[config.mk]
export PLATFORM = sky130hd
export DESIGN_NAME = wen_unlock_seq
export DESIGN_NICKNAME = d
export VERILOG_FILES = /design/src/rtl/wen_unlock_pkg.sv /design/src/rtl/wen_frame_tracker.sv /design/src/rtl/wen_latch_ctrl.sv /design/src/rtl/wen_permit_gate.sv /design/src/rtl/wen_unlock_seq.sv
export SDC_FILE = /design/constraint.sdc
export NUM_CORES = 1
export LEC_CHECK = 0
export ABC_AREA = 1
export ABC_CLOCK_PERIOD_IN_PS = 1700
export CORE_MARGIN = 4
export CORE_UTILIZATION = 45
export DETAILED_ROUTE_END_ITERATION = 10
export PLACE_DENSITY = 0.73
export SLEW_MARGIN = 30
export SYNTH_ARGS = -nofsm -noshare
export SYNTH_HDL_FRONTEND = slang
export SYNTH_SLANG_ARGS = --single-unit
[constraint.sdc]
create_clock -name clk -period 1.7 [get_ports clk]
set_clock_uncertainty 0.1 [all_clocks]
set_input_delay 0.34 -clock clk [delete_from_list [all_inputs] [get_ports clk]]
set_output_delay 0.34 -clock clk [all_outputs]
set_load 0.03 [all_outputs]
[src/rtl/wen_unlock_pkg.sv]
package wen_unlock_pkg;

   typedef enum logic [1:0] {
      STEP_NONE   = 2'd0,
      STEP_ARM    = 2'd1,
      STEP_UNLOCK = 2'd2,
      STEP_CLEAR  = 2'd3
   } step_e;

   // Exact-match decode of a status byte into a guard step.
   function automatic step_e classify_step(input logic [31:0] value,
                                           input int unsigned arm_bit,
                                           input int unsigned unl_bit);
      logic [31:0] arm_code;
      logic [31:0] unl_code;
      arm_code = 32'd1 << arm_bit;
      unl_code = arm_code | (32'd1 << unl_bit);
      if (value == 32'd0)
         return STEP_CLEAR;
      else if (value == arm_code)
         return STEP_ARM;
      else if (value == unl_code)
         return STEP_UNLOCK;
      else
         return STEP_NONE;
   endfunction

endpackage

[src/rtl/wen_frame_tracker.sv]
module wen_frame_tracker #(
   parameter int unsigned         ADDR_W     = 8,
   parameter int unsigned         DATA_W     = 8,
   parameter logic [ADDR_W-1:0]   STAT_ADDR  = 'h3F,
   parameter bit                  STRICT_ONE = 1'b1
) (
   input  logic              clk,
   input  logic              rst_n,
   input  logic              bus_start,
   input  logic              bus_stop,
   input  logic [ADDR_W-1:0] bus_addr,
   input  logic              byte_vld,
   input  logic [DATA_W-1:0] byte_data,
   output logic              active_o,
   output logic [ADDR_W-1:0] addr_o,
   output logic              step_vld_o,
   output logic [DATA_W-1:0] step_byte_o
);

   localparam int unsigned CNT_W   = 2;
   localparam logic [CNT_W-1:0] CNT_SAT = '1;

   logic              active_q;
   logic [ADDR_W-1:0] addr_q;
   logic [CNT_W-1:0]  cnt_q;
   logic [DATA_W-1:0] first_q;
   logic              count_ok;

   always_ff @(posedge clk or negedge rst_n) begin
      if (!rst_n) begin
         active_q <= 1'b0;
         addr_q   <= '0;
         cnt_q    <= '0;
         first_q  <= '0;
      end else if (bus_start) begin
         active_q <= 1'b1;
         addr_q   <= bus_addr;
         cnt_q    <= '0;
      end else if (bus_stop) begin
         active_q <= 1'b0;
      end else if (active_q && byte_vld) begin
         if (cnt_q == '0)
            first_q <= byte_data;
         if (cnt_q != CNT_SAT)
            cnt_q <= cnt_q + 1'b1;
      end
   end

   generate
      if (STRICT_ONE) begin : g_strict
         assign count_ok = (cnt_q == CNT_W'(1));
      end else begin : g_first
         assign count_ok = (cnt_q != '0);
      end
   endgenerate

   assign step_vld_o  = bus_stop && !bus_start && active_q && count_ok &&
                        (addr_q == STAT_ADDR);
   assign step_byte_o = first_q;
   assign active_o    = active_q;
   assign addr_o      = addr_q;

endmodule

[src/rtl/wen_latch_ctrl.sv]
module wen_latch_ctrl
   import wen_unlock_pkg::*;
#(
   parameter int unsigned DATA_W   = 8,
   parameter int unsigned WEL_BIT  = 1,
   parameter int unsigned RWEL_BIT = 2
) (
   input  logic              clk,
   input  logic              rst_n,
   input  logic              step_vld,
   input  logic [DATA_W-1:0] step_byte,
   output logic              wel_o,
   output logic              rwel_o
);

   step_e step;
   logic  wel_q;
   logic  rwel_q;

   always_comb begin
      step = classify_step(32'(step_byte), WEL_BIT, RWEL_BIT);
   end

   always_ff @(posedge clk or negedge rst_n) begin
      if (!rst_n) begin
         wel_q  <= 1'b0;
         rwel_q <= 1'b0;
      end else if (step_vld) begin
         case (step)
            STEP_CLEAR: begin
               wel_q  <= 1'b0;
               rwel_q <= 1'b0;
            end
            STEP_ARM: wel_q <= 1'b1;
            STEP_UNLOCK: begin
               if (wel_q)
                  rwel_q <= 1'b1;
            end
            default: ;
         endcase
      end
   end

   assign wel_o  = wel_q;
   assign rwel_o = rwel_q;

endmodule

[src/rtl/wen_permit_gate.sv]
module wen_permit_gate #(
   parameter int unsigned       ADDR_W  = 8,
   parameter logic [ADDR_W-1:0] PROT_LO = 'h30,
   parameter logic [ADDR_W-1:0] PROT_HI = 'h37
) (
   input  logic              active,
   input  logic [ADDR_W-1:0] addr,
   input  logic              bus_start,
   input  logic              byte_vld,
   input  logic              wel,
   input  logic              rwel,
   output logic              prot_wr_o
);

   logic in_range;

   always_comb begin
      in_range  = (addr >= PROT_LO) && (addr <= PROT_HI);
      prot_wr_o = active && !bus_start && byte_vld && in_range && wel && rwel;
   end

endmodule

[src/rtl/wen_unlock_seq.sv]
module wen_unlock_seq #(
   parameter int unsigned       ADDR_W     = 8,
   parameter int unsigned       DATA_W     = 8,
   parameter logic [ADDR_W-1:0] STAT_ADDR  = 'h3F,
   parameter logic [ADDR_W-1:0] PROT_LO    = 'h30,
   parameter logic [ADDR_W-1:0] PROT_HI    = 'h37,
   parameter int unsigned       WEL_BIT    = 1,
   parameter int unsigned       RWEL_BIT   = 2,
   parameter bit                STRICT_ONE = 1'b1
) (
   input  logic              clk,
   input  logic              rst_n,
   input  logic              bus_start,
   input  logic              bus_stop,
   input  logic [ADDR_W-1:0] bus_addr,
   input  logic              byte_vld,
   input  logic [DATA_W-1:0] byte_data,
   output logic              wel_o,
   output logic              rwel_o,
   output logic              prot_wr_o
);

   generate
      if (PROT_LO > PROT_HI) begin : g_bad_range
         $error("wen_unlock_seq: protected range is empty");
      end
      if ((STAT_ADDR >= PROT_LO) && (STAT_ADDR <= PROT_HI)) begin : g_bad_stat
         $error("wen_unlock_seq: status address inside protected range");
      end
      if ((WEL_BIT >= DATA_W) || (RWEL_BIT >= DATA_W) || (WEL_BIT == RWEL_BIT)) begin : g_bad_bits
         $error("wen_unlock_seq: latch bit positions invalid");
      end
   endgenerate

   logic              active;
   logic [ADDR_W-1:0] addr_q;
   logic              step_vld;
   logic [DATA_W-1:0] step_byte;

   wen_frame_tracker #(
      .ADDR_W    (ADDR_W),
      .DATA_W    (DATA_W),
      .STAT_ADDR (STAT_ADDR),
      .STRICT_ONE(STRICT_ONE)
   ) u_frame (
      .clk        (clk),
      .rst_n      (rst_n),
      .bus_start  (bus_start),
      .bus_stop   (bus_stop),
      .bus_addr   (bus_addr),
      .byte_vld   (byte_vld),
      .byte_data  (byte_data),
      .active_o   (active),
      .addr_o     (addr_q),
      .step_vld_o (step_vld),
      .step_byte_o(step_byte)
   );

   wen_latch_ctrl #(
      .DATA_W  (DATA_W),
      .WEL_BIT (WEL_BIT),
      .RWEL_BIT(RWEL_BIT)
   ) u_latch (
      .clk      (clk),
      .rst_n    (rst_n),
      .step_vld (step_vld),
      .step_byte(step_byte),
      .wel_o    (wel_o),
      .rwel_o   (rwel_o)
   );

   wen_permit_gate #(
      .ADDR_W (ADDR_W),
      .PROT_LO(PROT_LO),
      .PROT_HI(PROT_HI)
   ) u_gate (
      .active   (active),
      .addr     (addr_q),
      .bus_start(bus_start),
      .byte_vld (byte_vld),
      .wel      (wel_o),
      .rwel     (rwel_o),
      .prot_wr_o(prot_wr_o)
   );

endmodule

Word-level counts from Yosys, hierarchy flattened --
Cells that the tools add are included.
Operators by class: mux-type cells 12, order comparisons 2, add/sub/neg operators 1, equal/unequal tests 10, bitwise operators 2, reduce and logical (&&, ||, !) cells 23
Operators by type and width (number):
- $mux 2 | 7
- $logic_and 1x1->1 | 11
- $reduce_bool 2->1 | 5
- $eq 8x2->1 const B | 1
- $eq 8x3->1 const B | 1
- $eq 8x6->1 const B | 1
- $ge 8x6->1 const B | 1
- $le 8x6->1 const B | 1
- $logic_not 8->1 | 1
- $reduce_and 3->1 | 2
- $eq 2x1->1 const B | 2
- $eq 2x2->1 const B | 2
- $ne 2x2->1 const B | 2
- $pmux 1 s2 | 2
- $reduce_and 4->1 | 1
- $mux 1 | 3
- $add 2x1->2 const B | 1
- $logic_not 2->1 | 1
- $ne 2x1->1 const B | 1
- $not 1->1 | 2
- $reduce_and 2->1 | 1
- $logic_not 1->1 | 1
Word-level totals: input port bits 21, register bits 21

Depth between registers and ports, before layout --
depth after elaboration 7, gate-level depth with buffers 8

By module --
A second synthesis with hierarchy kept.
Unflattened totals: cell total of the unflattened synthesis 140, area total of the unflattened synthesis 1091.0 um2
By module, submodules not included:
- wen_frame_tracker | cells each 105, times used 1, area each 884.6 um2, seq. area each 475.5 um2
- wen_latch_ctrl | cells each 26, times used 1, area each 166.4 um2, seq. area each 50.0 um2
- wen_permit_gate | cells each 9, times used 1, area each 40.0 um2, seq. area each 0.0 um2

Worst setup path before layout --
Ideal clock, no wire load.
path kind input to output, start point input port bus_start, end point output port prot_wr_o, arrival time 1.376 ns, path slack -0.116 ns, stages 4, cell sequence buf_2 > nor2_1 > nand4_1 > nor3_1
On the way: cells in the longest elaborated chain, start to end 6
RTL lines:
- start: declaration | RTL line wen_unlock_seq.sv:13 | input logic bus_start,
- $logic_not 1->1 | RTL line wen_permit_gate.sv:19 | prot_wr_o = active && !bus_start && byte_vld && in_range && wel && rwel;
- $logic_and 1x1->1 (5 in a row) | RTL line wen_permit_gate.sv:19
- end: declaration | RTL line wen_unlock_seq.sv:20 | output logic prot_wr_o
Every way passes these cells.

Worst setup path after layout --
start point register u_frame.addr_q[3] (netlist: u_frame.addr_o[3]), end point output port prot_wr_o
On the way: cells in the longest elaborated chain, start to end 5, elaborated cells between the ends (all ways) 6, classes of those cells order compare: 2; reduce/logical: 4
RTL lines:
- start: declaration | RTL line wen_frame_tracker.sv:24 | logic [ADDR_W-1:0] addr_q;
- start signal: assignment | RTL line wen_frame_tracker.sv:37 | addr_q <= bus_addr;
- $ge 8x6->1 / $le 8x6->1 (equally long branches) | RTL line wen_permit_gate.sv:18 | in_range = (addr >= PROT_LO) && (addr <= PROT_HI);
- $logic_and 1x1->1 * | RTL line wen_permit_gate.sv:18
- $logic_and 1x1->1 * (3 in a row) | RTL line wen_permit_gate.sv:19
Every way passes the cells marked *; elsewhere a longest branch is shown, timed or not.

==> impl_results.md <==
* Status: complete, but fails checks
* Failing checks: setup timing
* GPL Wtd Cong at 0.7618
* Starting density of the core at 49.63%
* Setup TNS at -7.269 ps
* Die H at 55.46 um
* Multi-input combinational cell area at roughly 420 um^2
* Routed Antenna Nets at 0
* Die area at between 3000 and 4000 um^2
* Top-area cell type share of the netlist area at about 52%
* PnR worst setup slack at -7.269 ps
* Finish-stage setup viols at 1
* Detailed-router iteration count before antenna repair at 4
* Ant diodes at 0
* Crit path max fanout at 2
* Max Slew Vio Count at 0
* I/O Pins at 24
* Wire length of the first global-routing pass at between 3000 and 4000 um
* Syn_nets at 140
* Leakage at 0.7178 nW
* Commonest cells after routing, fill and taps aside: nand2_1, dfrtp_1, nor2_1
* Grt ovf at 0
* Worst path required time at 1260 ps
* WL met3 at 110 um
* CTS tree: built
* Mux contribution to synthesized area at 0%
* Worst setup SP type: register
* Fin crit share at 100.4%
* Highest routed layer: met4
* Horiz. Die Dim at 55.46 um
* Largest stage delay, worst path at 410 ps
* Synth Warn # at 0
* HP Class: primary input to asynchronous set/reset pin
* Slowest CP cell: dfrtp_1
* Seq. cell area at about 530 um^2
* Mapped Avg Cell Area at around 8.7 um^2
* Vias in the first global route at 879
* Site row count at 16
* Largest net degree at the start of global routing at 22
* Placed Cells at 173
* Hold Fails Final Rpt at 0
* Synth Area in Compound Gates at 9.877%
* Mapped Cells at 116
* Fin crit period at ~1700 ps
* Worst Hold Slack at 265.4 ps
* Clock share of power at between 20% and 30%
* Port Buf Inserts at 23
* Top delay family on crit path: flip-flops
* Unrepaired setup endpoints after global routing: true
* Core ar. at between 2000 and 2500 um^2
* Max IR drop VDD at ~840 uV
* Comb power frac at 22.5%
* Top cells by area, synth: dfrtp_1, nand2_1, nor2_1
* CTS sink cnt at 21
* Placed cell areas at 1344 um^2
* Fillers at 172
* Post-layout net count at 184
* Post-synthesis xor/xnor area fraction at 0%
* Switching power total at 0.2913 mW
* Hpwl dp at 1588 um
* Area grow syn2layout at 41.85%
* Seq pwr share at a little under three fifths
* Sequential-to-total area share from yosys stat at 51.85%
* Sw Ratio at 27.08%
* Detailed route wirelength on metal2 at ~1100 um
* Worst Max-Slew Pin Slew at about 300 ps
* WL met1 at around 890 um
* Design area at 1438 um^2
* Simple-gate area share of the yosys netlist at 26.79%
* Most common cell after layout, fill and taps aside: nand2_1
* WS Path Type: register to output pin
* Max-cap viol count at 0
* Buf/Inv on CP at 1
* Layout cells sized above 1 at 25.79%
* Max Fclk at 585.7 MHz
* Initial antenna violation count at 0
* PwrDens at 748.2 nW/um^2
* WP data arrival at 1270 ps
* Routed Wire Length at 2116 um
* Count of cell types in the netlist at 21
* CP cell instances: nor2_2 -> nand4_1 -> nor3_2 -> buf_4
* Flops & latches, synth at 21
* Fin util at 70.40%
* Slew headroom at 80.02%
* Post-Layout Cell Count at 186
* Crit end category: output pin
* CTS root buf: clkbuf_4
* Netlist Area Pre-Place at between 1000 and 1500 um^2
* Synth Area in Adders at 3.704%
* GRT Total Usage at between 10 and 15%
* Largest family of logic cells by synthesized area: simple AND/OR/NAND/NOR gates
* Clk slew on worst S/H paths at between 100 and 150 ps
* Cell Int Power at around 0.8 mW
* Clock latency on the worst-skew pair at approximately 300 ps
* Cell type with the largest total area after synthesis: dfrtp_1
* Vias at approximately 860
* Via density per instance at 4.618
* Remaining DRCs at 0
* Routed wire per std cell at 11.38 um
* Iteration-0 DRC Markers at 18
* Clock tree buffer depth at 2
* Cts bufs inserted at 3
* CTS H-Tree Depth at 1
-- kinds of logic (layout without fill, tap and decap cells) --
group | count (synthesis) | in the layout
fa+ha+maj | 3 | 3
flops | 21 | 21
simple gates | 60 | 60
buf+inv | 18 | 61
compound gates | 14 | 14
-- state kept, by name (all words and copies together), names as in the netlist --
signal and cells:
u_latch.rwel_o 1, u_frame.active_o 1, u_frame.cnt_q 2, u_latch.wel_o 1, u_frame.addr_o 8, u_frame.step_byte_o 8
-- Yosys cell counts --
| cell type | instances |
|---|---|
| dfrtp_1 | 21 |
| nand3_2 | 1 |
| nand4_1 | 1 |
| nor2_2 | 1 |
| nand4_4 | 1 |
| a21oi_2 | 6 |
| o21ai_0 | 4 |
| nand3_1 | 1 |
| buf_6 | 1 |
| o21ai_2 | 2 |
| a21oi_1 | 2 |
| ha_1 | 3 |
| nor2_1 | 20 |
| inv_2 | 1 |
| nand2_2 | 1 |
| inv_4 | 1 |
| nand2_1 | 31 |
| buf_2 | 1 |
| inv_1 | 14 |
| nor3_1 | 1 |
| nor3_2 | 2 |
-- routing by layer --
metal  up-vias  GRT usage [%]
met4         0          3.125
li1        443              -
met5         -              0
met2        13          26.52
met1       401          16.50
met3         2          5.828
-- power groups by stage --
stage	registers, mW	clock network (mW)	logic, mW
floorplan	0.598	0	0.127
global placement	0.603	0	0.214
detailed placement	0.608	0	0.224
CTS	0.598	0.248	0.245
global route	0.607	0.268	0.273
finish	0.598	0.235	0.242
-- final cells by class --
type | count | share of cell area [%]
Tap cell | 27 | 2.350
Timing Repair Buffer | 41 | 25.76
Sequential cell | 21 | 36.55
Multi-Input combinational cell | 77 | 29.16
Inverter | 16 | 4.352
Clock buffer | 4 | 1.828
-- final timing paths --
kind | startpoint | slack (ps) | cells past startpoint | endpoint
setup / recovery | u_frame.addr_o[3]$_DFFE_PN0P_ | -7 | 4 | prot_wr_o
hold / removal | rst_n | 270 | 2 | u_frame.addr_o[0]$_DFFE_PN0P_
setup reg to reg | u_frame.active_o$_DFFE_PN0N_ | 130 | 10 | u_frame.step_byte_o[3]$_DFFE_PN0P_
hold reg to reg | u_frame.addr_o[4]$_DFFE_PN0P_ | 390 | 2 | u_frame.addr_o[4]$_DFFE_PN0P_
max in group asynchronous | rst_n | 1010 | 2 | u_frame.step_byte_o[5]$_DFFE_PN0P_
min in group clk | u_frame.addr_o[4]$_DFFE_PN0P_ | 390 | 2 | u_frame.addr_o[4]$_DFFE_PN0P_
-- through the flow --
step | setup WS (ps) | power, mW
finish | -7.269 | 1.076
global route | -122.2 | 1.148
CTS | -92.50 | 1.090
detailed placement | -148.9 | 0.8314
global placement | -86.30 | 0.8173
floorplan | 126.9 | 0.7253
-- timing repair --
action / 4_1_cts / 5_1_grt
cloned: 0 / 0
hold buffers: 0 / 0
buffers inserted: 9 / 0
resized for setup: 5 / 1
pin swaps: 4 / 3
setup endpoints to repair: 3 / 1
No activity file was read; power rests on OpenSTA's default activity.
